$ cat src/rtl/cfs_pkg.sv
package cfs_pkg;
  localparam int unsigned REG_W = 32;
  localparam logic [REG_W-1:0] CTRL_KEEP = 32'hFC1F_F000;
  localparam int unsigned RUN_BIT    = 31;
  localparam int unsigned IRQEN_BIT  = 30;
  localparam int unsigned MODE_LSB   = 28;
  localparam int unsigned OTHR_LSB   = 14;
  localparam int unsigned ITHR_LSB   = 12;
  localparam int unsigned FLOUT_BIT  = 11;
  localparam int unsigned FLIN_BIT   = 10;

  localparam logic [1:0] ADR_CTRL = 2'd0;
  localparam logic [1:0] ADR_BLK  = 2'd1;
  localparam logic [1:0] ADR_DATA = 2'd2;

  typedef enum logic [1:0] {
    SQ_IDLE = 2'd0,
    SQ_PASS = 2'd1,
    SQ_REQ  = 2'd2,
    SQ_RSP  = 2'd3
  } sq_state_e;
endpackage

$ cat src/rtl/cfs_fifo.sv
module cfs_fifo #(
  parameter int unsigned WORD_W = 32,
  parameter int unsigned DEPTH  = 16,
  parameter int unsigned PUSH_N = 1,
  parameter int unsigned POP_N  = 1,
  localparam int unsigned PTR_W = $clog2(DEPTH),
  localparam int unsigned LVL_W = PTR_W + 1
) (
  input  logic                     clk,
  input  logic                     rst_n,
  input  logic                     flush,
  input  logic                     push_en,
  input  logic [PUSH_N*WORD_W-1:0] push_data,
  input  logic                     pop_en,
  output logic [POP_N*WORD_W-1:0]  pop_data,
  output logic [LVL_W-1:0]         level
);
  logic [WORD_W-1:0] mem_q [DEPTH];
  logic [PTR_W-1:0]  wr_ptr_q, wr_ptr_d, rd_ptr_q, rd_ptr_d;
  logic [LVL_W-1:0]  level_q, level_d;
  logic              do_push, do_pop;

  assign do_push = push_en && (level_q <= LVL_W'(DEPTH - PUSH_N));
  assign do_pop  = pop_en && (level_q >= LVL_W'(POP_N));

  always_comb begin
    wr_ptr_d = wr_ptr_q;
    rd_ptr_d = rd_ptr_q;
    level_d  = level_q;
    if (flush) begin
      wr_ptr_d = '0;
      rd_ptr_d = '0;
      level_d  = '0;
    end else begin
      if (do_push) wr_ptr_d = wr_ptr_q + PTR_W'(PUSH_N);
      if (do_pop)  rd_ptr_d = rd_ptr_q + PTR_W'(POP_N);
      level_d = level_q + (do_push ? LVL_W'(PUSH_N) : '0) - (do_pop ? LVL_W'(POP_N) : '0);
    end
  end

  always_ff @(posedge clk or negedge rst_n) begin
    if (!rst_n) begin
      wr_ptr_q <= '0;
      rd_ptr_q <= '0;
      level_q  <= '0;
    end else begin
      wr_ptr_q <= wr_ptr_d;
      rd_ptr_q <= rd_ptr_d;
      level_q  <= level_d;
    end
  end

  always_ff @(posedge clk) begin
    if (do_push && !flush) begin
      for (int i = 0; i < int'(PUSH_N); i++) begin
        mem_q[wr_ptr_q + PTR_W'(i)] <= push_data[i*WORD_W +: WORD_W];
      end
    end
  end

  for (genvar g = 0; g < int'(POP_N); g++) begin : g_rd_lane
    assign pop_data[g*WORD_W +: WORD_W] = mem_q[rd_ptr_q + PTR_W'(g)];
  end

  assign level = level_q;

  AST_FIFO_LEVEL_BOUND: assert property (@(posedge clk) disable iff (!rst_n)
    level_q <= LVL_W'(DEPTH));
  AST_FIFO_FULL_PUSH_NOP: assert property (@(posedge clk) disable iff (!rst_n)
    (push_en && !pop_en && !flush && level_q > LVL_W'(DEPTH - PUSH_N))
      |=> level_q == $past(level_q));
  AST_FIFO_EMPTY_POP_NOP: assert property (@(posedge clk) disable iff (!rst_n)
    (pop_en && !push_en && !flush && level_q < LVL_W'(POP_N))
      |=> level_q == $past(level_q));
endmodule

$ cat src/rtl/cfs_regs.sv
module cfs_regs
  import cfs_pkg::*;
#(
  parameter int unsigned LVL_W = 5,
  parameter int unsigned CNT_W = 16
) (
  input  logic             clk,
  input  logic             rst_n,
  input  logic             wr_en,
  input  logic             rd_en,
  input  logic [1:0]       addr,
  input  logic [REG_W-1:0] wdata,
  output logic [REG_W-1:0] rdata,
  input  logic [LVL_W-1:0] in_level,
  input  logic [LVL_W-1:0] out_level,
  input  logic [REG_W-1:0] out_head,
  output logic             in_push,
  output logic             out_pop,
  output logic             flush_in,
  output logic             flush_out,
  output logic             run,
  output logic [1:0]       mode,
  output logic [1:0]       in_code,
  output logic [1:0]       out_code,
  output logic             start,
  output logic [CNT_W-1:0] blk_total,
  input  logic             done,
  output logic             irq
);
  logic [REG_W-1:0] ctrl_q, ctrl_d, blk_q, rdata_q, rdata_d;
  logic             ctrl_wr, ctrl_en, blk_en, irq_q, irq_d;

  assign ctrl_wr = wr_en && (addr == ADR_CTRL);
  assign blk_en  = wr_en && (addr == ADR_BLK);
  assign start   = ctrl_wr && wdata[RUN_BIT] && !ctrl_q[RUN_BIT];
  assign ctrl_en = ctrl_wr || done;

  always_comb begin
    ctrl_d = ctrl_q;
    if (ctrl_wr) ctrl_d = wdata & CTRL_KEEP;
    if (done && !start) ctrl_d[RUN_BIT] = 1'b0;
  end

  always_comb begin
    rdata_d = rdata_q;
    if (rd_en) begin
      case (addr)
        ADR_CTRL: rdata_d = ctrl_q | REG_W'({out_level, in_level});
        ADR_BLK:  rdata_d = blk_q;
        ADR_DATA: if (out_level != '0) rdata_d = out_head;
        default:  rdata_d = '0;
      endcase
    end
  end

  assign irq_d = done && ctrl_q[IRQEN_BIT];

  always_ff @(posedge clk or negedge rst_n) begin
    if (!rst_n) begin
      ctrl_q  <= '0;
      blk_q   <= '0;
      rdata_q <= '0;
      irq_q   <= 1'b0;
    end else begin
      if (ctrl_en) ctrl_q <= ctrl_d;
      if (blk_en)  blk_q  <= wdata;
      if (rd_en)   rdata_q <= rdata_d;
      irq_q <= irq_d;
    end
  end

  assign in_push   = wr_en && (addr == ADR_DATA);
  assign out_pop   = rd_en && (addr == ADR_DATA);
  assign flush_in  = ctrl_wr && wdata[FLIN_BIT];
  assign flush_out = ctrl_wr && wdata[FLOUT_BIT];
  assign run       = ctrl_q[RUN_BIT];
  assign mode      = ctrl_q[MODE_LSB +: 2];
  assign in_code   = ctrl_q[ITHR_LSB +: 2];
  assign out_code  = ctrl_q[OTHR_LSB +: 2];
  assign blk_total = blk_q[REG_W-1 -: CNT_W];
  assign rdata     = rdata_q;
  assign irq       = irq_q;

  AST_IRQ_ONE_CYCLE: assert property (@(posedge clk) disable iff (!rst_n)
    irq_q |=> !irq_q);
  AST_RUN_DROPS_AT_END: assert property (@(posedge clk) disable iff (!rst_n)
    (done && !start) |=> !ctrl_q[RUN_BIT]);
  AST_START_SETS_RUN: assert property (@(posedge clk) disable iff (!rst_n)
    start |=> ctrl_q[RUN_BIT]);
endmodule

$ cat src/rtl/cfs_seq.sv
module cfs_seq
  import cfs_pkg::*;
#(
  parameter int unsigned WORD_W    = 32,
  parameter int unsigned BLK_WORDS = 4,
  parameter int unsigned DEPTH     = 16,
  parameter int unsigned CNT_W     = 16,
  parameter int unsigned LVL_W     = 5,
  localparam int unsigned BLK_W    = WORD_W * BLK_WORDS
) (
  input  logic             clk,
  input  logic             rst_n,
  input  logic             run,
  input  logic [1:0]       mode,
  input  logic             start,
  input  logic [CNT_W-1:0] blk_total,
  input  logic [LVL_W-1:0] in_level,
  input  logic [LVL_W-1:0] out_level,
  input  logic [BLK_W-1:0] in_blk,
  output logic             in_pop,
  output logic             out_push,
  output logic [BLK_W-1:0] out_blk,
  output logic             cph_req_valid,
  input  logic             cph_req_ready,
  output logic [BLK_W-1:0] cph_req_block,
  input  logic             cph_rsp_valid,
  input  logic [BLK_W-1:0] cph_rsp_block,
  output logic             done
);
  localparam logic [LVL_W-1:0] BLK_LVL = LVL_W'(BLK_WORDS);
  localparam logic [LVL_W-1:0] ROOM    = LVL_W'(DEPTH - BLK_WORDS);

  sq_state_e        st_q, st_d;
  logic [BLK_W-1:0] blk_q;
  logic [CNT_W-1:0] rem_q, rem_d;
  logic             can_go, rem_en;

  assign can_go = run && (rem_q != '0) && (in_level >= BLK_LVL) && (out_level <= ROOM);

  always_comb begin
    st_d          = st_q;
    in_pop        = 1'b0;
    out_push      = 1'b0;
    cph_req_valid = 1'b0;
    case (st_q)
      SQ_IDLE: if (can_go) begin
        in_pop = 1'b1;
        st_d   = mode[1] ? SQ_REQ : SQ_PASS;
      end
      SQ_PASS: begin
        out_push = 1'b1;
        st_d     = SQ_IDLE;
      end
      SQ_REQ: begin
        cph_req_valid = 1'b1;
        if (cph_req_ready) st_d = SQ_RSP;
      end
      SQ_RSP: if (cph_rsp_valid) begin
        out_push = 1'b1;
        st_d     = SQ_IDLE;
      end
      default: st_d = SQ_IDLE;
    endcase
  end

  always_comb begin
    rem_d = rem_q;
    if (start)         rem_d = blk_total;
    else if (out_push) rem_d = rem_q - CNT_W'(1);
  end
  assign rem_en = start || out_push;

  always_ff @(posedge clk or negedge rst_n) begin
    if (!rst_n) begin
      st_q  <= SQ_IDLE;
      rem_q <= '0;
    end else begin
      st_q <= st_d;
      if (rem_en) rem_q <= rem_d;
    end
  end

  always_ff @(posedge clk) begin
    if (in_pop) blk_q <= in_blk;
  end

  assign out_blk       = (st_q == SQ_PASS) ? blk_q : cph_rsp_block;
  assign cph_req_block = blk_q;
  assign done          = run && (rem_q == '0) && (st_q == SQ_IDLE);

  AST_REQ_HELD_STABLE: assert property (@(posedge clk) disable iff (!rst_n)
    (cph_req_valid && !cph_req_ready) |=> (cph_req_valid && $stable(cph_req_block)));
  AST_PUSH_HAS_ROOM: assert property (@(posedge clk) disable iff (!rst_n)
    out_push |-> (out_level <= ROOM));
  AST_PUSH_COUNTED: assert property (@(posedge clk) disable iff (!rst_n)
    out_push |-> (rem_q != '0));
  AST_DONE_SINGLE: assert property (@(posedge clk) disable iff (!rst_n)
    done |=> !done);
endmodule

$ cat src/rtl/crypto_fifo_seq.sv
module crypto_fifo_seq
  import cfs_pkg::*;
#(
  parameter int unsigned WORD_W     = 32,
  parameter int unsigned FIFO_DEPTH = 16,
  parameter int unsigned BLK_WORDS  = 4,
  parameter int unsigned CNT_W      = 16,
  localparam int unsigned LVL_W     = $clog2(FIFO_DEPTH) + 1,
  localparam int unsigned BLK_W     = WORD_W * BLK_WORDS
) (
  input  logic              clk,
  input  logic              rst_n,
  input  logic              reg_wr_en,
  input  logic              reg_rd_en,
  input  logic [1:0]        reg_addr,
  input  logic [31:0]       reg_wdata,
  output logic [31:0]       reg_rdata,
  output logic              dma_in_req,
  output logic              dma_out_req,
  output logic              irq,
  output logic              cph_req_valid,
  input  logic              cph_req_ready,
  output logic [BLK_W-1:0]  cph_req_block,
  input  logic              cph_rsp_valid,
  input  logic [BLK_W-1:0]  cph_rsp_block
);
  logic             rst_meta_q, rst_sync_q;
  logic [LVL_W-1:0] in_level, out_level, in_free, in_thr, out_thr;
  logic [WORD_W-1:0] out_head;
  logic [BLK_W-1:0] in_blk, out_blk;
  logic             in_push, out_pop, flush_in, flush_out, run, start, done;
  logic             in_pop, out_push;
  logic [1:0]       mode, in_code, out_code;
  logic [CNT_W-1:0] blk_total;

  always_ff @(posedge clk or negedge rst_n) begin
    if (!rst_n) begin
      rst_meta_q <= 1'b0;
      rst_sync_q <= 1'b0;
    end else begin
      rst_meta_q <= 1'b1;
      rst_sync_q <= rst_meta_q;
    end
  end

  cfs_regs #(.LVL_W(LVL_W), .CNT_W(CNT_W)) u_regs (
    .clk(clk), .rst_n(rst_sync_q), .wr_en(reg_wr_en), .rd_en(reg_rd_en),
    .addr(reg_addr), .wdata(reg_wdata), .rdata(reg_rdata),
    .in_level(in_level), .out_level(out_level), .out_head(out_head),
    .in_push(in_push), .out_pop(out_pop), .flush_in(flush_in), .flush_out(flush_out),
    .run(run), .mode(mode), .in_code(in_code), .out_code(out_code),
    .start(start), .blk_total(blk_total), .done(done), .irq(irq)
  );

  cfs_fifo #(.WORD_W(WORD_W), .DEPTH(FIFO_DEPTH), .PUSH_N(1), .POP_N(BLK_WORDS)) u_in_fifo (
    .clk(clk), .rst_n(rst_sync_q), .flush(flush_in),
    .push_en(in_push), .push_data(reg_wdata),
    .pop_en(in_pop), .pop_data(in_blk), .level(in_level)
  );

  cfs_fifo #(.WORD_W(WORD_W), .DEPTH(FIFO_DEPTH), .PUSH_N(BLK_WORDS), .POP_N(1)) u_out_fifo (
    .clk(clk), .rst_n(rst_sync_q), .flush(flush_out),
    .push_en(out_push), .push_data(out_blk),
    .pop_en(out_pop), .pop_data(out_head), .level(out_level)
  );

  cfs_seq #(.WORD_W(WORD_W), .BLK_WORDS(BLK_WORDS), .DEPTH(FIFO_DEPTH),
            .CNT_W(CNT_W), .LVL_W(LVL_W)) u_seq (
    .clk(clk), .rst_n(rst_sync_q), .run(run), .mode(mode), .start(start),
    .blk_total(blk_total), .in_level(in_level), .out_level(out_level),
    .in_blk(in_blk), .in_pop(in_pop), .out_push(out_push), .out_blk(out_blk),
    .cph_req_valid(cph_req_valid), .cph_req_ready(cph_req_ready),
    .cph_req_block(cph_req_block), .cph_rsp_valid(cph_rsp_valid),
    .cph_rsp_block(cph_rsp_block), .done(done)
  );

  assign out_thr     = LVL_W'({1'b0, out_code} + 3'd1) << 2;
  assign in_thr      = LVL_W'(3'd4 - {1'b0, in_code}) << 2;
  assign in_free     = LVL_W'(FIFO_DEPTH) - in_level;
  assign dma_out_req = out_level >= out_thr;
  assign dma_in_req  = run && (in_free >= in_thr);

  AST_DMA_OUT_QUIET_EMPTY: assert property (@(posedge clk) disable iff (!rst_sync_q)
    (out_level == '0) |-> !dma_out_req);
  AST_DMA_IN_NEEDS_RUN: assert property (@(posedge clk) disable iff (!rst_sync_q)
    !run |-> !dma_in_req);
endmodule

$ cat config.mk
export PLATFORM = sky130hd
export DESIGN_NAME = crypto_fifo_seq
export DESIGN_NICKNAME = d
export VERILOG_FILES = /design/src/rtl/cfs_pkg.sv /design/src/rtl/cfs_fifo.sv /design/src/rtl/cfs_regs.sv /design/src/rtl/cfs_seq.sv /design/src/rtl/crypto_fifo_seq.sv
export SDC_FILE = /design/constraint.sdc
export NUM_CORES = 2
export LEC_CHECK = 0
export CORE_ASPECT_RATIO = 1.75
export CORE_MARGIN = 3
export CORE_UTILIZATION = 63
export CTS_CLUSTER_SIZE = 20
export DETAILED_ROUTE_END_ITERATION = 10
export DONT_BUFFER_PORTS = 1
export PLACE_DENSITY = 0.83
export SLEW_MARGIN = 20
export SYNTH_ARGS = -nofsm -noshare
export SYNTH_HDL_FRONTEND = slang
export SYNTH_SLANG_ARGS = --single-unit
$ cat constraint.sdc
create_clock -name clk -period 4.63 [get_ports clk]
set_input_delay 0.463 -clock clk [delete_from_list [all_inputs] [get_ports clk]]
set_output_delay 0.463 -clock clk [all_outputs]
set_load 0.05 [all_outputs]
Yosys cells after proc, flatten, opt, wreduce, memory -nomap -nowiden
Memory sizes are Yosys's and may differ from the RTL's. A register that Yosys moved wholly into a read port is not among the register bits.
Cells that the tools add are included.
- $add $sub $neg: 18
- order comparisons: 6
- equal/unequal tests: 9
- mux-type cells: 35
- bitwise logic cells: 1
- reduce and logical (&&, ||, !) cells: 44
- operators by type and width (operator ; count):
    $mux W128 ; 1
    $pmux W32 S3 ; 1
    $mux W32 ; 2
    $mux W16 ; 2
    $mux W4 ; 8
    $or A32 B10 Y32 ; 1
    $logic_and A1 B1 Y1 ; 22
    $add A4 B1 Y4 const B ; 4
    $add A4 B2 Y4 const B ; 4
    $logic_not A16 Y1 ; 1
    $reduce_bool A16 Y1 ; 1
    $sub A16 B1 Y16 const B ; 1
    $reduce_bool A2 Y1 ; 6
    $mux W1 ; 11
    $add A5 B5 Y5 ; 2
    $ge A5 B5 Y1 ; 2
    $le A5 B4 Y1 const B ; 2
    $mux W5 ; 2
    $sub A5 B5 Y5 ; 2
    $add A4 B3 Y4 const B ; 2
    $mux W2 ; 4
    $pmux W2 S4 ; 1
    $reduce_and A2 Y1 ; 4
    $eq A2 B2 Y1 const B ; 3
    15 further kinds ; 24
- flip-flop bits (word level): 126
- bits in writable memories: 1024
- bits of input ports: 168
- output and inout port bits: 164
- logic and storage cells: 130
- memories kept: 2
- memory list (memory ; words ; bits a word ; read ports ; clocked after memory_dff ; wr ports ; RTL line ; text):
    u_in_fifo.mem_q ; 16 ; 32 ; 4 ; 4 ; 1 ; cfs_fifo.sv:18 ; logic [WORD_W-1:0] mem_q [DEPTH];
    u_out_fifo.mem_q ; 16 ; 32 ; 1 ; 0 ; 4 ; cfs_fifo.sv:18 ;

Depth between registers and ports, before layout
- depth in word-level cells: 10
- gate-level depth with buffers: 13
- gate-level depth less buffers: 12

Hierarchy
Synthesis repeated with hierarchy kept, for this count alone.
- cells, all modules: 3453
- area, all modules: 54026.8 sq um
- modules (own cells, without submodules) (module ; instances ; cells each ; area an instance (sq um) ; seq. area each (sq um)):
    cfs_fifo (u_out_fifo) ; 1 ; 1984 ; 24044.3 ; 15650.0
    cfs_fifo (u_in_fifo) ; 1 ; 761 ; 19258.5 ; 15650.0
    cfs_seq ; 1 ; 401 ; 6478.7 ; 4294.1
    cfs_regs ; 1 ; 272 ; 3961.3 ; 2001.9
    crypto_fifo_seq ; 1 ; 35 ; 284.0 ; 50.0

Least setup slack after synthesis
No wires, ideal clock.
- path kind: input to register
- start point: in reg_addr[0]
- end point: mem u_in_fifo.mem_q[3][0], enable pin
- data arrival time: 4.086 ns
- data required time: 4.129 ns
- slack: 0.043 ns
- stages: 4
- cell sequence: nor4bb_1 o21ai_0 clkbuf_1 nor4_1
- cells in the longest elaborated chain, start to end: 7
- RTL lines (what ; RTL line ; text):
    start, declared ; crypto_fifo_seq.sv:15 ; input logic [1:0] reg_addr,
    $logic_not A2 Y1 ; cfs_regs.sv:33 ; assign ctrl_wr = wr_en && (addr == ADR_CTRL);
    $logic_and A1 B1 Y1 ; cfs_regs.sv:33 ;
    $logic_and A1 B1 Y1 ; cfs_regs.sv:74 ; assign flush_in = ctrl_wr && wdata[FLIN_BIT];
    $logic_not A1 Y1 ; cfs_fifo.sv:54 ; if (do_push && !flush) begin
    $logic_and A1 B1 Y1 * ; cfs_fifo.sv:54 ;
    $mux W1 * ; cfs_fifo.sv:54 ;
    $mux W1 (not written as such) * ; cfs_fifo.sv:56 ; mem_q[wr_ptr_q + PTR_W'(i)] <= push_data[i*WORD_W +: WORD_W];
    end, declared ; cfs_fifo.sv:18 ;
Mark *: on every way between the ends. The rest lies on a longest branch, timed or not.

Worst setup path after layout
- start point: reg u_in_fifo.level_q[1], in the netlist u_in_fifo.level[1]
- end point: out dma_in_req
- cells in the longest elaborated chain, start to end: 3
- RTL lines (what ; RTL line ; text):
    start, declared ; cfs_fifo.sv:20 ; logic [LVL_W-1:0] level_q, level_d;
    start signal, assigned ; cfs_fifo.sv:49 ; level_q <= level_d;
    $sub A5 B5 Y5 ; crypto_fifo_seq.sv:79 ; assign in_free = LVL_W'(FIFO_DEPTH) - in_level;
    $ge A5 B5 Y1 ; crypto_fifo_seq.sv:81 ; assign dma_in_req = run && (in_free >= in_thr);
    $logic_and A1 B1 Y1 ; crypto_fifo_seq.sv:81 ;
    end, declared ; crypto_fifo_seq.sv:18 ; output logic dma_in_req,
Every way passes these cells.

==> impl_results.rst <==
.. list-table::
   :header-rows: 1

   * - Metric
     - Value
   * - Critical Path Start Type
     - flip-flop
   * - Number of nets in the layout
     - 3,088
   * - Die extent in y
     - 386 um
   * - Slew Limit Fails
     - 0
   * - I/O pin cnt
     - 332
   * - Synthesis-stage register bit count
     - 1,274
   * - Average cell area after synthesis
     - 18.1 sq um
   * - Largest clock skew in the final design
     - 0.0306 ns
   * - RSZ-0062 raised after global routing
     - no
   * - Yosys top cell by area
     - edfxtp_1
   * - All-layer global routing usage
     - 0.331
   * - Most common library cells after synthesis
     - edfxtp_1, a21oi_1, mux4_2
   * - Final TNS setup
     - 0 ns
   * - Class of the tightest hold or removal check
     - input pin to flip-flop
   * - Worst slew pin tran
     - 1.18 ns
   * - Largest delay contributor family on the critical path
     - simple AND/OR/NAND/NOR gates
   * - Cell repeated most along the worst path
     - o21a_1
   * - Max-capacitance violation count
     - 0
   * - Latest clock arrival within the worst-skew pair
     - 0.70 ns
   * - # clock sinks
     - 1,274
   * - Syn Nets
     - 3,080
   * - Maximum clock rate
     - 0.280 GHz
   * - Maximum number of pins on one net before global-route repair
     - 131
   * - Routability Congestion
     - 0.886
   * - Vias in the first global route
     - 30,143
   * - First-pass GRT wire length
     - 206,000 um
   * - Final setup violation count
     - 0
   * - Die area
     - 0.0863 sq mm
   * - Final hold viol count
     - 0
   * - Yosys warning total
     - 0
   * - Finished Layout Cells
     - 4,038
   * - Time the final worst path needs with I/O delays and setup
     - 3.57 ns
   * - Initial detailed-routing violation count
     - 4,577
   * - Buffering stage count on the worst path with inverters included
     - 0
   * - Post-synthesis instance area
     - 0.0521 sq mm
   * - Sequential-to-total area share from yosys stat
     - 0.722
   * - Status
     - complete, no violations
   * - Count of instances resized after the clock tree is built
     - 0
   * - Die X-Extent
     - 223 um
   * - Clock-pin transition on the worst setup and hold timing paths
     - 0.07 ns
   * - Cell Count Post-Placement
     - 3,790
   * - Relative slew slack
     - 0.211
   * - Library cell contributing the largest single delay on the critical path
     - dfrtp_1
   * - Antenna Violating Nets Remaining
     - 0
   * - CTS hold repair buffers
     - 36
   * - Leading post-synthesis cells by cell area
     - edfxtp_1, mux4_2, dfrtp_1
   * - Area Growth Syn to Fin
     - 9.92%
   * - Number of antenna violations at the first check in global routing
     - 20
   * - Total power density per cell area
     - 616 mW/mm^2
   * - WL final
     - 143,000 um
   * - Total number of H-tree levels
     - 3
   * - Port Buffers
     - 0
   * - Required time of the worst setup path
     - 4.17 ns
   * - Initial Util
     - 0.639
   * - Buffer depth of the longest clock path
     - 3
   * - Buffer count from post-CTS setup fixing
     - 0
   * - GRT overflow
     - 0
   * - Most common cell in the synthesized netlist
     - edfxtp_1
   * - Static power due to leakage
     - 18.5 nW
   * - Detail Placement HPWL
     - 88,700 um
   * - Number of buffers added by the clock tree synthesis step
     - 104
   * - Fin crit share
     - 0.771
   * - Cell Rows
     - 138
   * - Critical Path, Cell by Cell
     - nor3_1, nand2b_1, ha_1, or3b_2, a21boi_0, o21a_1, o21a_1
   * - Via density
     - 7.35
   * - CTS Root Buffer Type
     - clkbuf_16
   * - DRC Markers
     - 0
   * - Number of synthesized flops with an enable pin
     - 1,152
   * - Final core utilization
     - 0.703
   * - Placeable Area
     - 0.0815 sq mm
   * - Highest cell delay on the worst timing path
     - 0.50 ns
   * - First drt pass iteration count
     - 9
   * - Cells after synthesis
     - 2,876
   * - Asr flop ratio synth
     - 0.0958
   * - Worst Path Max Fanout
     - 10
   * - Max VDD drop
     - 0.000507 V
   * - Share of the synthesized area in the top cell type
     - 0.664
   * - TritonCTS clock tree
     - built
   * - Share of layout cells above drive strength 1
     - 0.196
   * - Most frequently used flop master after synthesis
     - edfxtp_1
   * - Kind of end point of the critical path
     - output pin
   * - WL/cell
     - 35.3 um
   * - Number of vias after detailed routing
     - 29,668
   * - Crit path arrival time
     - 3.11 ns
   * - Number of library cell types mapped by synthesis
     - 57
   * - Critical path type
     - flip-flop to output pin
-- layout by cell type, fill, tap and decap left out, types with 5 or more instances in the layout --
master         instances
a21oi_1              547
clkinv_1              17
a31oi_1                7
dfrtp_4                6
mux2_2                76
nor3_1                 8
diode_2               14
nand3_1                8
xnor2_1               10
or4_1                  7
buf_4                 34
dfrtp_1              116
xor2_1                 7
edfxtp_1            1152
dlygate4sd3_1         36
clkbuf_1              25
clkinv_2              13
ha_1                  35
and2_2                12
and3_2                 5
buf_12                15
o21ai_0               20
o31ai_1                5
and2_4                 7
nand2_1               18
bufinv_16             16
mux4_2               256
clkbuf_8               8
clkbuf_16            110
nor2_1                53
o221ai_1              32
a22oi_1                7
mux2i_1              189
inv_1                 36
or3_1                  7
nor2b_4                5
nand2b_1               6
-- metrics by stage --
| stage | hold WS, ns | power, mW | cell area [sq um] | setup WS, ns |
|---|---|---|---|---|
| 2_1_floorplan | 0.167 | 22.8 | 52100 | 0.0426 |
| 5_1_grt | 0.121 | 36.3 | 57300 | 0.883 |
| 3_5_place_dp | 0.168 | 25.7 | 53200 | 1.42 |
| 3_3_place_gp | 0.168 | 25.3 | 53200 | 1.52 |
| 4_1_cts | 0.0871 | 35.2 | 57200 | 1.03 |
| 6_report | 0.129 | 35.3 | 57300 | 1.06 |
-- layer usage --
layer  vias up  track usage  routed length (um)
met5         -            0                  60
met4        10        0.167                7890
met3       462       0.0983               17900
met2      2432        0.534               71100
met1     15118        0.411               45700
li1      11646            -                   -
-- final timing paths --
| check | start | endpoint | slack [ns] | depth (start not counted) |
|---|---|---|---|---|
| worst max-delay path | u_in_fifo.level[1]$_DFF_PN0_ | dma_in_req | 1.06 | 7 |
| worst min-delay path | cph_rsp_block[11] | u_out_fifo.mem_q[8][11]$_DFFE_PP_ | 0.13 | 1 |
| worst max register to register | u_in_fifo.level[4]$_DFF_PN0_ | u_in_fifo.mem_q[14][22]$_DFFE_PP_ | 1.26 | 7 |
| worst min register to register | rst_meta_q$_DFF_PN0_ | rst_sync_q$_DFF_PN0_ | 0.35 | 0 |
| max in group asynchronous | rst_sync_q$_DFF_PN0_ | u_regs.rdata[20]$_DFFE_PN0P_ | 3.18 | 1 |
| min in group asynchronous | rst_sync_q$_DFF_PN0_ | u_in_fifo.wr_ptr_q[3]$_DFFE_PN0P_ | 0.50 | 0 |
-- flip-flops by register name (all words and copies together), names as in the netlist --
name and count:
rst_sync_q 1, u_in_fifo.level 5, u_in_fifo.mem_q 512, u_out_fifo.wr_ptr_q 2, u_in_fifo.rd_ptr_q 2, u_seq.st_q 2
u_in_fifo.wr_ptr_q 4, rst_meta_q 1, u_regs.ctrl_q 15, u_regs.blk_q 32, u_seq.rem_q 16, u_seq.cph_req_block 128
u_regs.rdata 32, u_out_fifo.mem_q 512, u_out_fifo.rd_ptr_q 4, u_out_fifo.level 5, u_regs.irq 1
-- layout make-up --
type                            count  area (sq um)
Multi-Input combinational cell   1382         13600
Tap cell                         1050          1310
Sequential cell                  1274         37700
Clock buffer                      143          2960
Inverter                           36           135
Timing Repair Buffer               86           943
Antenna cell                       14          35.0
Clock inverter                     53           667
Fill cell                        4690         24200
-- logic make-up (layout without fill, tap and decap cells) --
group	Yosys count	in the layout	synth area share
other	1	15	0.0000720
AND/OR/NAND/NOR	174	174	0.0181
AO/OA/AOI/OAI	633	633	0.0651
buffers and inverters	220	318	0.0194
XOR/XNOR	17	17	0.00286
multiplexers	521	521	0.163
adder cells (fa/ha/maj)	36	36	0.00879
flip-flops	1274	1274	0.722
-- where the power goes --
group	internal, mW	leakage (nW)	switching [mW]
Clock	5.36	1.76	4.05
Sequential	14.3	11.9	2.52
Combinational	3.73	4.86	5.36
Total	23.4	18.5	11.9
(Power assumes the default switching activity.)
